===== src/rtl/hazard_pkg.sv =====
package hazard_pkg;

  typedef enum logic [1:0] {
    FWD_RF    = 2'b00,
    FWD_WB    = 2'b01,
    FWD_EXMEM = 2'b10
  } fwd_sel_e;

endpackage


===== src/rtl/operand_fwd_sel.sv =====
module operand_fwd_sel
  import hazard_pkg::*;
#(
  parameter int unsigned REG_W    = 5,
  parameter int unsigned ZERO_REG = 31
) (
  input  logic [REG_W-1:0] src_i,
  input  logic [REG_W-1:0] mem_rd_i,
  input  logic             mem_we_i,
  input  logic [REG_W-1:0] wb_rd_i,
  input  logic             wb_we_i,
  output fwd_sel_e         sel_o
);

  localparam logic [REG_W-1:0] ZR = REG_W'(ZERO_REG);

  logic hit_mem;
  logic hit_wb;

  always_comb begin
    hit_mem = mem_we_i && (mem_rd_i != ZR) && (mem_rd_i == src_i);
    hit_wb  = wb_we_i  && (wb_rd_i  != ZR) && (wb_rd_i  == src_i);
    if (hit_mem)     sel_o = FWD_EXMEM;
    else if (hit_wb) sel_o = FWD_WB;
    else             sel_o = FWD_RF;
  end

endmodule


===== src/rtl/load_use_detect.sv =====
module load_use_detect #(
  parameter int unsigned REG_W    = 5,
  parameter int unsigned ZERO_REG = 31,
  parameter int unsigned NUM_SRC  = 2
) (
  input  logic                          ex_mem_read_i,
  input  logic [REG_W-1:0]              ex_rd_i,
  input  logic [NUM_SRC-1:0][REG_W-1:0] id_src_i,
  output logic                          stall_o
);

  localparam logic [REG_W-1:0] ZR = REG_W'(ZERO_REG);

  logic [NUM_SRC-1:0] src_hit;

  for (genvar g = 0; g < NUM_SRC; g++) begin : g_src
    assign src_hit[g] = (id_src_i[g] == ex_rd_i);
  end

  always_comb begin
    stall_o = ex_mem_read_i && (ex_rd_i != ZR) && (|src_hit);
  end

endmodule


===== src/rtl/pipe_hazard_unit.sv =====
module pipe_hazard_unit
  import hazard_pkg::*;
#(
  parameter int unsigned REG_W    = 5,
  parameter int unsigned ZERO_REG = 31
) (
  input  logic [REG_W-1:0] id_rs1_i,
  input  logic [REG_W-1:0] id_rs2_i,
  input  logic [REG_W-1:0] ex_rs1_i,
  input  logic [REG_W-1:0] ex_rs2_i,
  input  logic [REG_W-1:0] ex_rd_i,
  input  logic             ex_mem_read_i,
  input  logic [REG_W-1:0] mem_rd_i,
  input  logic             mem_we_i,
  input  logic [REG_W-1:0] wb_rd_i,
  input  logic             wb_we_i,
  output logic [1:0]       fwd_a_o,
  output logic [1:0]       fwd_b_o,
  output logic             pc_we_o,
  output logic             ifid_we_o,
  output logic             idex_clear_o
);

  localparam int unsigned NUM_OPND = 2;

  logic [NUM_OPND-1:0][REG_W-1:0] ex_src;
  logic [NUM_OPND-1:0][REG_W-1:0] id_src;
  fwd_sel_e                       sel [NUM_OPND];
  logic                           stall;

  assign ex_src = {ex_rs2_i, ex_rs1_i};
  assign id_src = {id_rs2_i, id_rs1_i};

  for (genvar g = 0; g < NUM_OPND; g++) begin : g_opnd
    operand_fwd_sel #(
      .REG_W    (REG_W),
      .ZERO_REG (ZERO_REG)
    ) u_sel (
      .src_i    (ex_src[g]),
      .mem_rd_i (mem_rd_i),
      .mem_we_i (mem_we_i),
      .wb_rd_i  (wb_rd_i),
      .wb_we_i  (wb_we_i),
      .sel_o    (sel[g])
    );
  end

  load_use_detect #(
    .REG_W    (REG_W),
    .ZERO_REG (ZERO_REG),
    .NUM_SRC  (NUM_OPND)
  ) u_lud (
    .ex_mem_read_i (ex_mem_read_i),
    .ex_rd_i       (ex_rd_i),
    .id_src_i      (id_src),
    .stall_o       (stall)
  );

  always_comb begin
    fwd_a_o      = sel[0];
    fwd_b_o      = sel[1];
    pc_we_o      = !stall;
    ifid_we_o    = !stall;
    idex_clear_o = stall;
  end

endmodule


===== config.mk =====
export PLATFORM = sky130hd
export DESIGN_NAME = pipe_hazard_unit
export DESIGN_NICKNAME = d
export VERILOG_FILES = /design/src/rtl/hazard_pkg.sv /design/src/rtl/operand_fwd_sel.sv /design/src/rtl/load_use_detect.sv /design/src/rtl/pipe_hazard_unit.sv
export SDC_FILE = /design/constraint.sdc
export NUM_CORES = 1
export LEC_CHECK = 0
export BUFFER_PORTS_ARGS = -buffer_cell sky130_fd_sc_hd__buf_4
export CAP_MARGIN = 10
export CORE_AREA = 3 3 40 42
export DETAILED_ROUTE_END_ITERATION = 6
export DIE_AREA = 0 0 43 45
export PLACE_DENSITY = 0.76
export SYNTH_ARGS = -nofsm -noshare
export SYNTH_HDL_FRONTEND = slang
export SYNTH_HIERARCHICAL = 1
export SYNTH_SLANG_ARGS = --single-unit

===== constraint.sdc =====
create_clock -name vclk -period 2.75
set_input_delay 0.55 -clock vclk [all_inputs]
set_output_delay 0.55 -clock vclk [all_outputs]
set_load 0.01 [all_outputs]

# Word level (Yosys, flattened, before mapping)
# Cells that the tools add are included.
# Widths: inputs -> output; s select.
[word_totals] wordCells=23 register_bits=0 in_bits=38 out_inout_bits=7
[op_classes] n_reduce_logical=10 eq_ne=9 mux=4
[ops] op="$eq 5x5->1" n=6
[ops] op="$ne 5x5->1 const B" n=3
[ops] op="$logic_and 1x1->1" n=8
[ops] op="$mux 2" n=2
[ops] op="$mux 1" n=2
[ops] op="$reduce_or 2->1" n=1
[ops] op="$logic_not 1->1" n=1

# Longest topological paths before layout
# Gate-level depths: netlist of run 1.
[logic_depth] ltp_word=5 depth_mapped=6

# Cells and area by module
# Netlist of run 1, hierarchy kept.
[by_module_without_submodules] module="operand_fwd_sel" area_per_inst_um2=150.1 seq_area_each_um2=0.0 cells_per_inst=20 n_inst=2
[by_module_without_submodules] module="load_use_detect" area_per_inst_um2=126.4 seq_area_each_um2=0.0 cells_per_inst=18 n_inst=1
[by_module_without_submodules] module="pipe_hazard_unit" area_per_inst_um2=11.3 seq_area_each_um2=0.0 cells_per_inst=2 n_inst=1

# Worst setup path after synthesis of run 1
# OpenSTA, ideal clock, no wires.
[synth_timing] path_kind="input -> output" start="input port ex_rd_i[0]" end="output port pc_we_o" path_slack_ns=0.690 arrival_time_ns=1.510 path_buffers=1 stages=6 cell_sequence="xor2_1 > nor3_1 > nand3_1 > a21oi_1 > inv_1 > buf_4"
[synth_via] elab_chain_cells=4
[synth_rtl] item="start, declared" line_no="pipe_hazard_unit.sv:11" text="input logic [REG_W-1:0] ex_rd_i,"
[synth_rtl] item="$eq 5x5->1 / $ne 5x5->1 (equally long branches)" line_no="load_use_detect.sv:17, load_use_detect.sv:21"
[synth_rtl] item="$reduce_or 2->1 / $logic_and 1x1->1 (equally long branches)" line_no="load_use_detect.sv:21" text="stall_o = ex_mem_read_i && (ex_rd_i != ZR) && (|src_hit);"
[synth_rtl] item="$logic_and 1x1->1 *" line_no="load_use_detect.sv:21"
[synth_rtl] item="net idex_clear_o" line_no="pipe_hazard_unit.sv:21" text="output logic idex_clear_o"
[synth_rtl] item="$logic_not 1->1 *"
[synth_rtl] item="end, declared" line_no="pipe_hazard_unit.sv:19" text="output logic pc_we_o,"
# Mark *: on every way through the listed nets, which the timed path passes. The rest lies on a longest branch.

# Worst setup path after layout of run 1
[layout_timing] start="input port ex_rd_i[0]" end="output port ifid_we_o"
[layout_via] elab_chain_cells=4
[layout_rtl] item="$eq 5x5->1 / $ne 5x5->1 (equally long branches)" line_no="load_use_detect.sv:17, load_use_detect.sv:21"
[layout_rtl] item="$reduce_or 2->1 / $logic_and 1x1->1 (equally long branches)" line_no="load_use_detect.sv:21"
[layout_rtl] item="$logic_and 1x1->1 *" line_no="load_use_detect.sv:21"
[layout_rtl] item="$logic_not 1->1 *" line_no="pipe_hazard_unit.sv:63" text="ifid_we_o = !stall;"
[layout_rtl] item="end, declared" line_no="pipe_hazard_unit.sv:20" text="output logic ifid_we_o,"
# Mark *: on every way between the ends. The rest lies on a longest branch, timed or not.

==> impl.org, run 1 <==
** Cells and area
- After the last flow step, the layout net total stands at 142.
- Proportion of layout cells with a drive suffix above 1 :: 0.4804
- With fillers left out, the area of the finished cells amounts to ~770 um2.
- Seq Cell Count :: 0
- Compared with the post-synthesis result, the final layout area differs by 76.29%.
- The layout has 0 clock buffers.
- Final std cells w/o fill :: 117
- Diode insertion count for antenna repair :: 0
- Registers take 0 um2.

** Setup path
- CP cell instances :: buf_4 > xor2_1 > nor3_1 > nand3_1 > a21oi_1 > inv_1 > buf_4
- Crit path capture type :: output pin
- For this design, the slowest cell found on the critical path is nor3_1.
- Most used cell, CP :: buf_4
- Together, buffers and inverters on the worst path number 3.
- The largest single stage delay on the critical path is approximately 0.21 ns.
- Data arrives at the worst endpoint at approximately 1.5 ns.
- Among cell families on the critical path, the largest total delay comes from buffers and inverters.
- Setup CP Type :: input pin to output pin
- At the worst endpoint, the required time is 2.20 ns.
- Of all nets on the critical path, the largest fanout is 3.
- The worst setup path is launched from an input pin.

** Yosys
- The mapped netlist covers about 440 um2.
- Register area share after synthesis :: 0
- Library cells used by synthesis :: 15
- Leading area contributor after synthesis :: xor2_1
- Synthesized area per cell :: about 7.3 um2
- Synthesized netlist net count :: between 90 and 100
- Sorting the synthesized cells by area gives the leading types as xor2_1 (36%), xnor2_1 (16%), nand3_1 (8.0%).
- Post-synthesis cell count :: 60
- Number of warnings printed during yosys synthesis :: 6
- Fraction of post-synthesis cell area in the top cell type by area :: 0.3600

** STA
- The smallest clock period supported by the final layout is computed as between 2 and 2.5 ns.
- Hold Vio Cnt, Final :: 0
- Max transition margin :: 0.8546
- Unrepaired setup endpoints after global routing :: no
- Number of endpoints failing setup at the final stage :: 0
- Total Negative Setup Slacks :: 0 ns
- Transition time of the tightest slew-check pin :: about 0.22 ns
- In the finished design, the share of the clock period the worst path needs comes to 0.7591.
- Static timing analysis puts the maximum clock frequency at 0.4791 GHz.
- Max Slew Vio Count :: 0

** Route
- Detailed Route Iter0 Violations :: 1
- Detailed-route via count :: between 500 and 600
- In this run the remaining antenna-violating nets after routing total 0.
- Drc violations :: 0
- After detailed routing, the total wire length is between 1 and 1.5 mm.
- After detailed routing, the average wire length per cell comes to around 12 um.
- Using the TritonRoute via totals, the vias-per-cell ratio works out to 5.051.
- The first TritonRoute pass finished after 2 iterations.

** Power
- Summing internal, switching and leakage power gives approximately 110 uW.
- Reported leakage power :: ~0.00036 uW
- The worst-case IR drop observed on VDD is ~70 uV.
- Power per cell area :: ~140 mW/mm2

** Floorplanning
- Measured along the y axis, the die boundary spans about 45 um.
- DIE AREA :: roughly 0.0019 mm2
- 45 I/O pins were placed.
- Overall die width :: around 43 um
- Core outline area :: approximately 0.0013 mm2
- The floorplan has 13 rows.
- For this configuration, the core starts out at a cell density of 0.3408.

** Clock tree
- In this run, post-CTS hold repair placed 0 buffers.
- In this run the post-CTS setup repair buffer count came out at 0.
- Resized Gates After CTS :: 0

** GRT
- Initial antenna violation count :: 0
- Summed over all layers, the global routing overflow is 0.
- Global-route wire length before repair :: 2.111 mm
- Total track usage :: 0.1352
- Largest net degree at the start of global routing :: 5
- The number of global-route vias before repair came to 575.

** Worst hold path
- The tightest min-delay check is of the input pin to output pin type.

** Flow run
- The tool flagged a number of max-cap violations equal to 0.

** Place
- Placed wire-length estimate after detailed placement :: roughly 1.3 mm
- Once placement finished, the instance area stood at a little under 800 um2.
- The congestion estimate from routability-driven global placement came to 0.8411.
- During placement, the flow inserted port buffers numbering 45.
- Including well taps, the total number of placed cells is 117.

** Status
- The run finished with clean final reports.
==> layer usage <==
layer  GRT usage  part of all wire
met1      0.1333              0.34
met5           0                 0
met2      0.3024              0.51
met3     0.02390              0.15
met4           0                 0
==> worst paths after layout <==
path                      start  depth (start not counted)      endpoint  slack, ns
setup / recovery     ex_rd_i[0]                          7     ifid_we_o       0.66
hold / removal    ex_mem_read_i                          4  idex_clear_o       1.46
==> layout by cell type, fill, tap and decap left out, drive strengths merged <==
| cell | Yosys | final |
|---|---|---|
| buf | 3 | 45 |
| xor2 | 18 | 18 |
| xnor2 | 8 | 8 |
| nor3 | 8 | 8 |
| nand3 | 7 | 7 |
| nand2 | 3 | 3 |
| a41oi | 2 | 2 |
| nor2 | 2 | 2 |
| o2111a | 2 | 2 |
| nand4 | 2 | 2 |
| o21a | 2 | 2 |
| inv | 1 | 1 |
| o21ai | 1 | 1 |
| a21oi | 1 | 1 |
==> cells by family after synthesis <==
group           count (synthesis)  synth area share
buf+inv                         4           0.05999
compound gates                  8            0.1543
simple gates                   22            0.2657
xor+xnor                       26            0.5200
==> power by group <==
group / total (uW) / internal, uW / switching [uW] / leakage (uW)
clock: 0 / 0 / 0 / 0
sequential: 0 / 0 / 0 / 0
combinational: 109 / 63.6 / 45.0 / 0.000358
total: 109 / 63.6 / 45.0 / 0.000358
==> layout make-up <==
| cell class | count | area, um2 |
|---|---|---|
| timing repair buffer | 45 | 337.8 |
| tap | 15 | 18.77 |
| fill | 124 | 513.0 |
| multi-input combinational | 56 | 411.6 |
| inverter | 1 | 3.754 |
==> stage by stage <==
step | hold slack (ns) | setup WS (ns) | util
final | 1.459 | 0.6626 | 0.6008
after detailed placement | 1.455 | 0.6700 | 0.6008
after CTS | 1.458 | 0.6663 | 0.6008
after floorplan | 1.209 | 0.6899 | -
after global routing | 1.469 | 0.6092 | 0.6008
after global placement | 1.457 | 0.6725 | 0.6008
==> cells in the mapped netlist <==
| cell type | n |
|---|---|
| nand4_1 | 2 |
| buf_4 | 3 |
| o2111a_2 | 2 |
| nand3_1 | 7 |
| inv_1 | 1 |
| o21a_1 | 2 |
| xor2_1 | 18 |
| xnor2_1 | 8 |
| nor2_1 | 2 |
| nor3_2 | 2 |
| a21oi_1 | 1 |
| nor3_1 | 6 |
| nand2_1 | 3 |
| o21ai_0 | 1 |
| a41oi_1 | 2 |
==> tightest hold or removal path, cell delays in order <==
cell	delay (ns)
buf_4	0.10
o21ai_0	0.06
a21oi_1	0.05
buf_4	0.14
Note: power is estimated with default switching activity, not from simulation.
==> run 2: changes to the inputs <==
--- a/config.mk
+++ b/config.mk
@@ -5,12 +5,13 @@
 export SDC_FILE = /design/constraint.sdc
 export NUM_CORES = 1
 export LEC_CHECK = 0
+export ABC_AREA = 1
 export BUFFER_PORTS_ARGS = -buffer_cell sky130_fd_sc_hd__buf_4
 export CAP_MARGIN = 10
-export CORE_AREA = 3 3 40 42
+export CORE_MARGIN = 3
+export CORE_UTILIZATION = 39
 export DETAILED_ROUTE_END_ITERATION = 6
-export DIE_AREA = 0 0 43 45
-export PLACE_DENSITY = 0.76
+export PLACE_DENSITY = 0.8
 export SYNTH_ARGS = -nofsm -noshare
 export SYNTH_HDL_FRONTEND = slang
 export SYNTH_HIERARCHICAL = 1
==> constraint.sdc (replaced) <==
create_clock -name vclk -period 1.9
set_input_delay 0.38 -clock vclk [all_inputs]
set_output_delay 0.38 -clock vclk [all_outputs]
set_load 0.01 [all_outputs]
==> impl.org, run 2 <==
** STA
- Period utilisation layout :: 0.8464
- The final setup violation count came to 0 (unchanged).
- The transition at the pin with the smallest max-transition slack came to 0.2087 ns (was 0.2164 ns).
- Max transition margin :: 0.8594 (was 0.8546)
- Hold Vio Cnt, Final :: 0 (unchanged)
- Timing would allow up to 0.6218 GHz.
- Unrepaired setup endpoints after global routing: no (unchanged).
- The number of pins with negative max-slew slack in the final report is 0 (unchanged).
- The smallest clock period supported by the final layout is computed as roughly 1.6 ns.
- Hold slack :: 1.139 ns (was 1.459 ns)
- The setup TNS after final layout is 0 ns (unchanged).

** Yosys
- Post-synthesis cell count :: 145 (was 60)
- The cell type with the largest total area after synthesis is nand2_1 (was xor2_1).
- Number of warnings printed during yosys synthesis :: 6 (unchanged)
- Most frequent cells after synthesis :: nand2_1 (61), inv_1 (34), nor2_1 (14) (was xor2_1 (18), xnor2_1 (8), nand3_1 (7))
- Top cells by area, synth :: nand2_1 (36%), inv_1 (20%), nor2_1 (8.3%) (was xor2_1 (36%), xnor2_1 (16%), nand3_1 (8.0%))
- The distinct cell type count after synthesis came to 14 (was 15).
- The sequential cell area fraction in the yosys report came to 0 (unchanged).
- The fraction of post-synthesis cell area in the top cell type by area is 0.3638 (was 0.3600).
- Count leader, synth :: nand2_1 (was xor2_1)
- The net count of the mapped netlist was 183 (was 98).
- Synthesized area per cell :: 4.340 um2 (was 7.299 um2)
- Synthesized area :: 629.4 um2 (was 437.9 um2)

** Power
- Largest voltage drop on the vdd net :: 103.1 uV (was 68.93 uV)
- Power per cell area :: 190.0 mW/mm2 (was 140.7 mW/mm2)
- Reported leakage power :: 0.0006523 uW (was 0.0003582 uW)

** Cells and area
- Most frequent standard cell in the layout excluding fill and tap cells :: nand2_1 (was buf_4)
- The sequential cell count of the final layout came to 0 (unchanged).
- Core utilization of the finished layout :: 0.6887 (was 0.6008)
- The cell area after layout was 963.4 um2 (was 772.0 um2).
- Commonest non-fill, non-tap cells in the layout: nand2_1 (61), buf_4 (45), inv_1 (34) (was buf_4 (45), xor2_1 (18), xnor2_1 (8)).
- Net count, final :: 227 (was 142)
- The number of antenna repair diodes is 0 (unchanged).
- Sequential cell area in the final layout :: 0 um2 (unchanged)
- Proportion of layout cells with a drive suffix above 1 :: 0.2727 (was 0.4804)
- The count of clock buffers in the final design is 0 (unchanged).
- Number of filler instances in the final layout :: 142 (was 124)
- Post-synthesis to final-layout area growth :: 53.08% (was 76.29%)

** GRT
- Number of global-route vias before repair :: 749 (was 575)
- Global-route wire length before repair :: 3.036 mm (was 2.111 mm)
- The initial antenna violation count was 0 (unchanged).
- Largest net degree at the start of global routing :: 7 (was 5)
- Total track usage :: 0.1825 (was 0.1352)
- The overflow left after global routing came to 0 (unchanged).

** Floorplanning
- Number of I/O pins :: 45 (unchanged)
- Die H :: 46.17 um (was 45 um)
- Initial core utilization :: 0.4499 (was 0.3408)
- The chip width is 46.17 um (was 43 um).
- The floorplan core area is 0.001399 mm2 (was 0.001285 mm2).
- The row count is 13 (unchanged).
- DIE AREA :: 0.002132 mm2 (was 0.001935 mm2)

** Setup path
- The category of the worst setup path capture point was an output pin (unchanged).
- The worst path arrival time is 1.23 ns (was 1.54 ns).
- The start-to-end type of the worst setup path is input pin to output pin (unchanged).
- The required time of the critical path is 1.52 ns (was 2.20 ns).
- The worst setup path startpoint is ex_rd_i[0] (unchanged).
- The largest fanout on the critical path was 4 (was 3).
- The capture point of the critical path was ifid_we_o (unchanged).
- Startpoint class of the critical path :: input pin (unchanged)

** Route
- The number of DRC violations after detailed-routing iteration 0 was 18 (was 1).
- The routed wirelength normalized by instance count was 9.743 um (was 12.08 um).
- First-pass DRT Iterations :: 4 (was 2)
- The sum of routed wire length over all layers was 1.968 mm (was 1.413 mm).
- The vias after detailed routing is 925 (was 591).
- The via density per instance is 4.579 (was 5.051).
- The count of unresolved DRC violations after routing is 0 (unchanged).
- The number of nets with antenna violations after routing is 0 (unchanged).

** Place
- The count of buffers from port buffering came to 45 (unchanged).
- The global placer's final weighted congestion was 0.8155 (was 0.8411).
- Placed wire-length estimate after detailed placement :: 1.717 mm (was 1.318 mm)
- The area of placed instances is 963.4 um2 (was 772.0 um2).

** Flow run
- The reported max-cap violation count is 0 (unchanged).

** Status
- Run status :: finished, final reports clean (unchanged)

** Worst hold path
- The worst hold path class was input pin to output pin (unchanged).
- The depth of the worst hold-timing path came to 4 (unchanged).

** Clock tree
- Resized Gates After CTS :: 0 (unchanged)
- # Post-CTS Setup Buffers :: 0 (unchanged)
- The number of buffers inserted for hold repair after clock tree synthesis was 0 (unchanged).
[run 2: layer usage]
| metal | global-route usage | share of wire |
|---|---|---|
| met3 | 0 | 0.048 |
| met2 | 0.3132 | 0.48 |
| met4 | 0 | 0 |
| met5 | 0 | 0 |
| met1 | 0.2682 | 0.47 |
[run 2: kinds of logic after synthesis]
family	Yosys count	synth area share
compound gates	12	0.1093
xor+xnor	5	0.06960
simple gates	88	0.5646
buf+inv	40	0.2565
[run 2: stage by stage]
stage / setup slack (ns) / cells / power (uW)
floorplan: 0.3937 / 145 / 81.50
global placement: 0.3360 / 202 / 177.0
detailed placement: 0.3094 / 202 / 181.6
CTS: 0.3095 / 202 / 182.2
global route: 0.2276 / 202 / 206.2
finish: 0.2919 / 202 / 183.1
[run 2: layout make-up]
class	instances	area, um2	area share
Inverter	37	138.9	0.1442
Timing Repair Buffer	45	337.8	0.3506
Multi-Input combinational cell	105	467.9	0.4857
Tap cell	15	18.77	0.01948
[run 2: where the power goes]
group | internal, uW | switching (uW)
Combinational | 93.4 | 89.7
Clock | 0 | 0
Sequential | 0 | 0
[run 2: critical path, cell delays in order]
cell and delay (ns):
buf_4 0.12, xor2_1 0.15, nor2_1 0.11, nand3_1 0.10
a21oi_2 0.15, inv_1 0.07, buf_4 0.14
[run 2: worst min-delay path by stage]
stage	start	end	slack, ns
2_1_floorplan	ex_mem_read_i	idex_clear_o	0.89
3_3_place_gp	ex_mem_read_i	idex_clear_o	1.13
3_5_place_dp	ex_mem_read_i	idex_clear_o	1.13
4_1_cts	ex_mem_read_i	idex_clear_o	1.13
5_1_grt	ex_mem_read_i	idex_clear_o	1.16
6_report	ex_mem_read_i	idex_clear_o	1.14
==> run 3: changes to the inputs <==
==> constraint.sdc (replaced) <==
create_clock -name vclk -period 1.3
set_input_delay 0.26 -clock vclk [all_inputs]
set_output_delay 0.26 -clock vclk [all_outputs]
set_load 0.01 [all_outputs]
==> impl.org, run 3 (synthesis results as in run 2) <==
** Worst hold path
- Hold Crit Class :: input pin to output pin (unchanged)
- The depth of the worst hold-timing path came to 5 (was 4).

** Route
- The sum of routed wire length over all layers is 2.211 mm (was 1.968 mm).
- DRT antenna net count :: 0 (unchanged)
- First-pass DRT Iterations :: 4 (unchanged)
- Drc violations :: 0 (unchanged)
- The routed wirelength normalized by instance count is 10.79 um (was 9.743 um).
- Avg Vias per Cell :: 4.712 (was 4.579)
- Detailed-route via count :: 966 (was 925)
- Detailed Route Iter0 Violations :: 28 (was 18)

** Power
- Fraction of power consumed by combinational cells :: 1.000 (about the same)
- Internal power :: 182.3 uW (was 93.39 uW)
- Power per cell area :: 294.0 mW/mm2 (was 190.0 mW/mm2)
- Total chip power :: 337.0 uW (was 183.1 uW)
- The leakage dissipation was 0.0006945 uW (was 0.0006523 uW).
- The sequential share of power is 0 (about the same).
- Net switching component of the power :: 154.7 uW (was 89.70 uW)
- The peak ir drop on the vdd network came to 174.9 uV (was 103.1 uV).
- The share of power burned in the clock network came to 0 (about the same).
- The net switching fraction of the power came to 0.4591 (was 0.4899).

** Cells and area
- Number of filler instances in the final layout :: 105 (was 142)
- Net count, final :: 230 (was 227)
- The area growth from synthesis to final layout came to 82.11% (was 53.08%).
- The number of antenna repair diodes is 0 (unchanged).
- The sequential cell count of the final layout is 0 (unchanged).
- Commonest non-fill, non-tap cells in the layout: nand2_1 (46), buf_4 (27), inv_1 (17) (was nand2_1 (61), buf_4 (45), inv_1 (34)).
- Most frequent standard cell in the layout excluding fill and tap cells :: nand2_1 (unchanged)
- Clock Buffer Count :: 0 (unchanged)
- The sequential cell area was 0 um2 (unchanged).
- The end-of-flow core utilization was 0.8193 (was 0.6887).
- The proportion of layout cells with a drive suffix above 1 came to 0.4632 (was 0.2727).

** Clock tree
- The number of buffers inserted for hold repair after clock tree synthesis was 0 (unchanged).

** GRT
- Initial antenna violation count :: 0 (unchanged)
- Global-route wire length before repair :: 2.994 mm (was 3.036 mm)
- Largest net degree at the start of global routing :: 7 (unchanged)
- Overflow left after global routing :: 0 (unchanged)
- The number of global-route vias before repair came to 730 (was 749).
- The global-route usage over all layers came to 0.1786 (was 0.1825).

** STA
- Period utilisation layout :: 1.031
- Minimum clock period :: 1.340 ns
- Transition time of the tightest slew-check pin :: 0.1905 ns (was 0.2087 ns)
- For this run, the top clock speed supported by timing is ~0.75 GHz.
- Max transition margin :: 0.8717 (was 0.8594)
- Unrepaired setup endpoints after global routing :: yes (was no)
- The final setup slack of the worst path is -0.04016 ns (was 0.2919 ns).
- The final setup violation count came to 2 (was 0).
- The final number of hold-violating endpoints was 0 (unchanged).
- Max Slew Vio Count :: 0 (unchanged)

** Place
- Final RePlAce weighted congestion :: 0.8194 (was 0.8155)
- The detailed-placement wirelength estimate was 1.662 mm (was 1.717 mm).
- Count of buffers inserted at the top-level ports :: 45 (unchanged)

** Floorplanning
- Number of I/O pins :: 45 (unchanged)
- The row count came to 13 (unchanged).
- DIE AREA :: 0.002132 mm2 (unchanged)
- The chip width was 46.17 um (unchanged).
- Initial core utilization :: 0.4499 (unchanged)
- The die boundary height is 46.17 um (unchanged).
- Core outline area :: 0.001399 mm2 (unchanged)

** Status
- Run status: finished with violations (was finished, final reports clean).
- The checks that failed: negative setup slack.

** Setup path
- CP cell instances :: buf_6 > xor2_1 > nor2_1 > nand3_1 > a21oi_2 > inv_2 > buf_6 (was buf_4 > xor2_1 > nor2_1 > nand3_1 > a21oi_2 > inv_1 > buf_4)
- CP max stage cell :: a21oi_2 (was xor2_1)
- The worst path arrival time is 1.08 ns (was 1.23 ns).
- Setup CP Type :: input pin to output pin (unchanged)
- CP max FO :: 2 (was 4)
- Critical path's largest stage delay :: 0.18 ns (was 0.15 ns)
- Most used cell, CP :: buf_6 (was buf_4)
- Crit path capture type :: output pin (unchanged)
- Required time at the worst-slack endpoint :: 1.04 ns (was 1.52 ns)
- The kind of launch point of the worst setup path is an input pin (unchanged).

** Flow run
- The reported max-cap violation count was 0 (unchanged).
[run 3: cell types whose count changed in the layout (fill, tap and decap cells not counted), sizes merged]
cell  delta
buf      +3
[run 3: worst max-delay path, delay by kind of cell]
kind | cells | cell delay, ns
AND/OR/NAND/NOR | 2 | 0.22
AO/OA/AOI/OAI | 1 | 0.18
XOR/XNOR | 1 | 0.14
buffers and inverters | 3 | 0.28
[run 3: power by group through the flow]
| stage | Combinational [uW] | Sequential (uW) | Clock [uW] |
|---|---|---|---|
| floorplan | 119 | 0 | 0 |
| global route | 368 | 0 | 0 |
| global placement | 263 | 0 | 0 |
| detailed placement | 269 | 0 | 0 |
| finish | 337 | 0 | 0 |
| CTS | 275 | 0 | 0 |
[run 3: routing by layer]
metal	part of all wire	up-vias	track usage	wire, um
met4	0.0036	0	0	8
met2	0.51	35	0.2802	1136
met1	0.43	413	0.2841	949
met3	0.053	2	0	117
li1	-	516	-	-
met5	0	-	0	0
[run 3: repair_timing]
| action | CTS | global route |
|---|---|---|
| pin swaps | 4 | 34 |
| buffers inserted | 0 | 1 |
| hold endpoints to repair | 0 | 0 |
| gates resized for setup | 5 | 63 |
| endpoints found under the setup margin | 2 | 6 |
[run 3: cell type report]
cell class	instances	area [um2]	share of cell area
multi-input combinational	105	511.7	0.4465
timing repair buffer	48	466.7	0.4072
inverter	37	148.9	0.1299
tap	15	18.77	0.01638
[run 3: path summary, 6_finish.rpt]
kind | start | to | slack [ns]
worst max-delay path | id_rs2_i[0] | pc_we_o | -0.04
worst min-delay path | ex_rs2_i[4] | fwd_b_o[0] | 0.87
[run 3: through the flow]
stage	std cells	TNS, ns	area [um2]	hold WS (ns)	worst slack (ns)
finish	205	-0.08012	1146	0.8729	-0.04016
global route	205	-0.3061	1146	0.9127	-0.08623
detailed placement	204	-0.09339	978.4	0.8841	-0.04712
floorplan	145	0	629.4	0.6486	0.03372
global placement	204	-0.06967	978.4	0.8825	-0.03485
CTS	204	-0.1027	993.5	0.8949	-0.04574
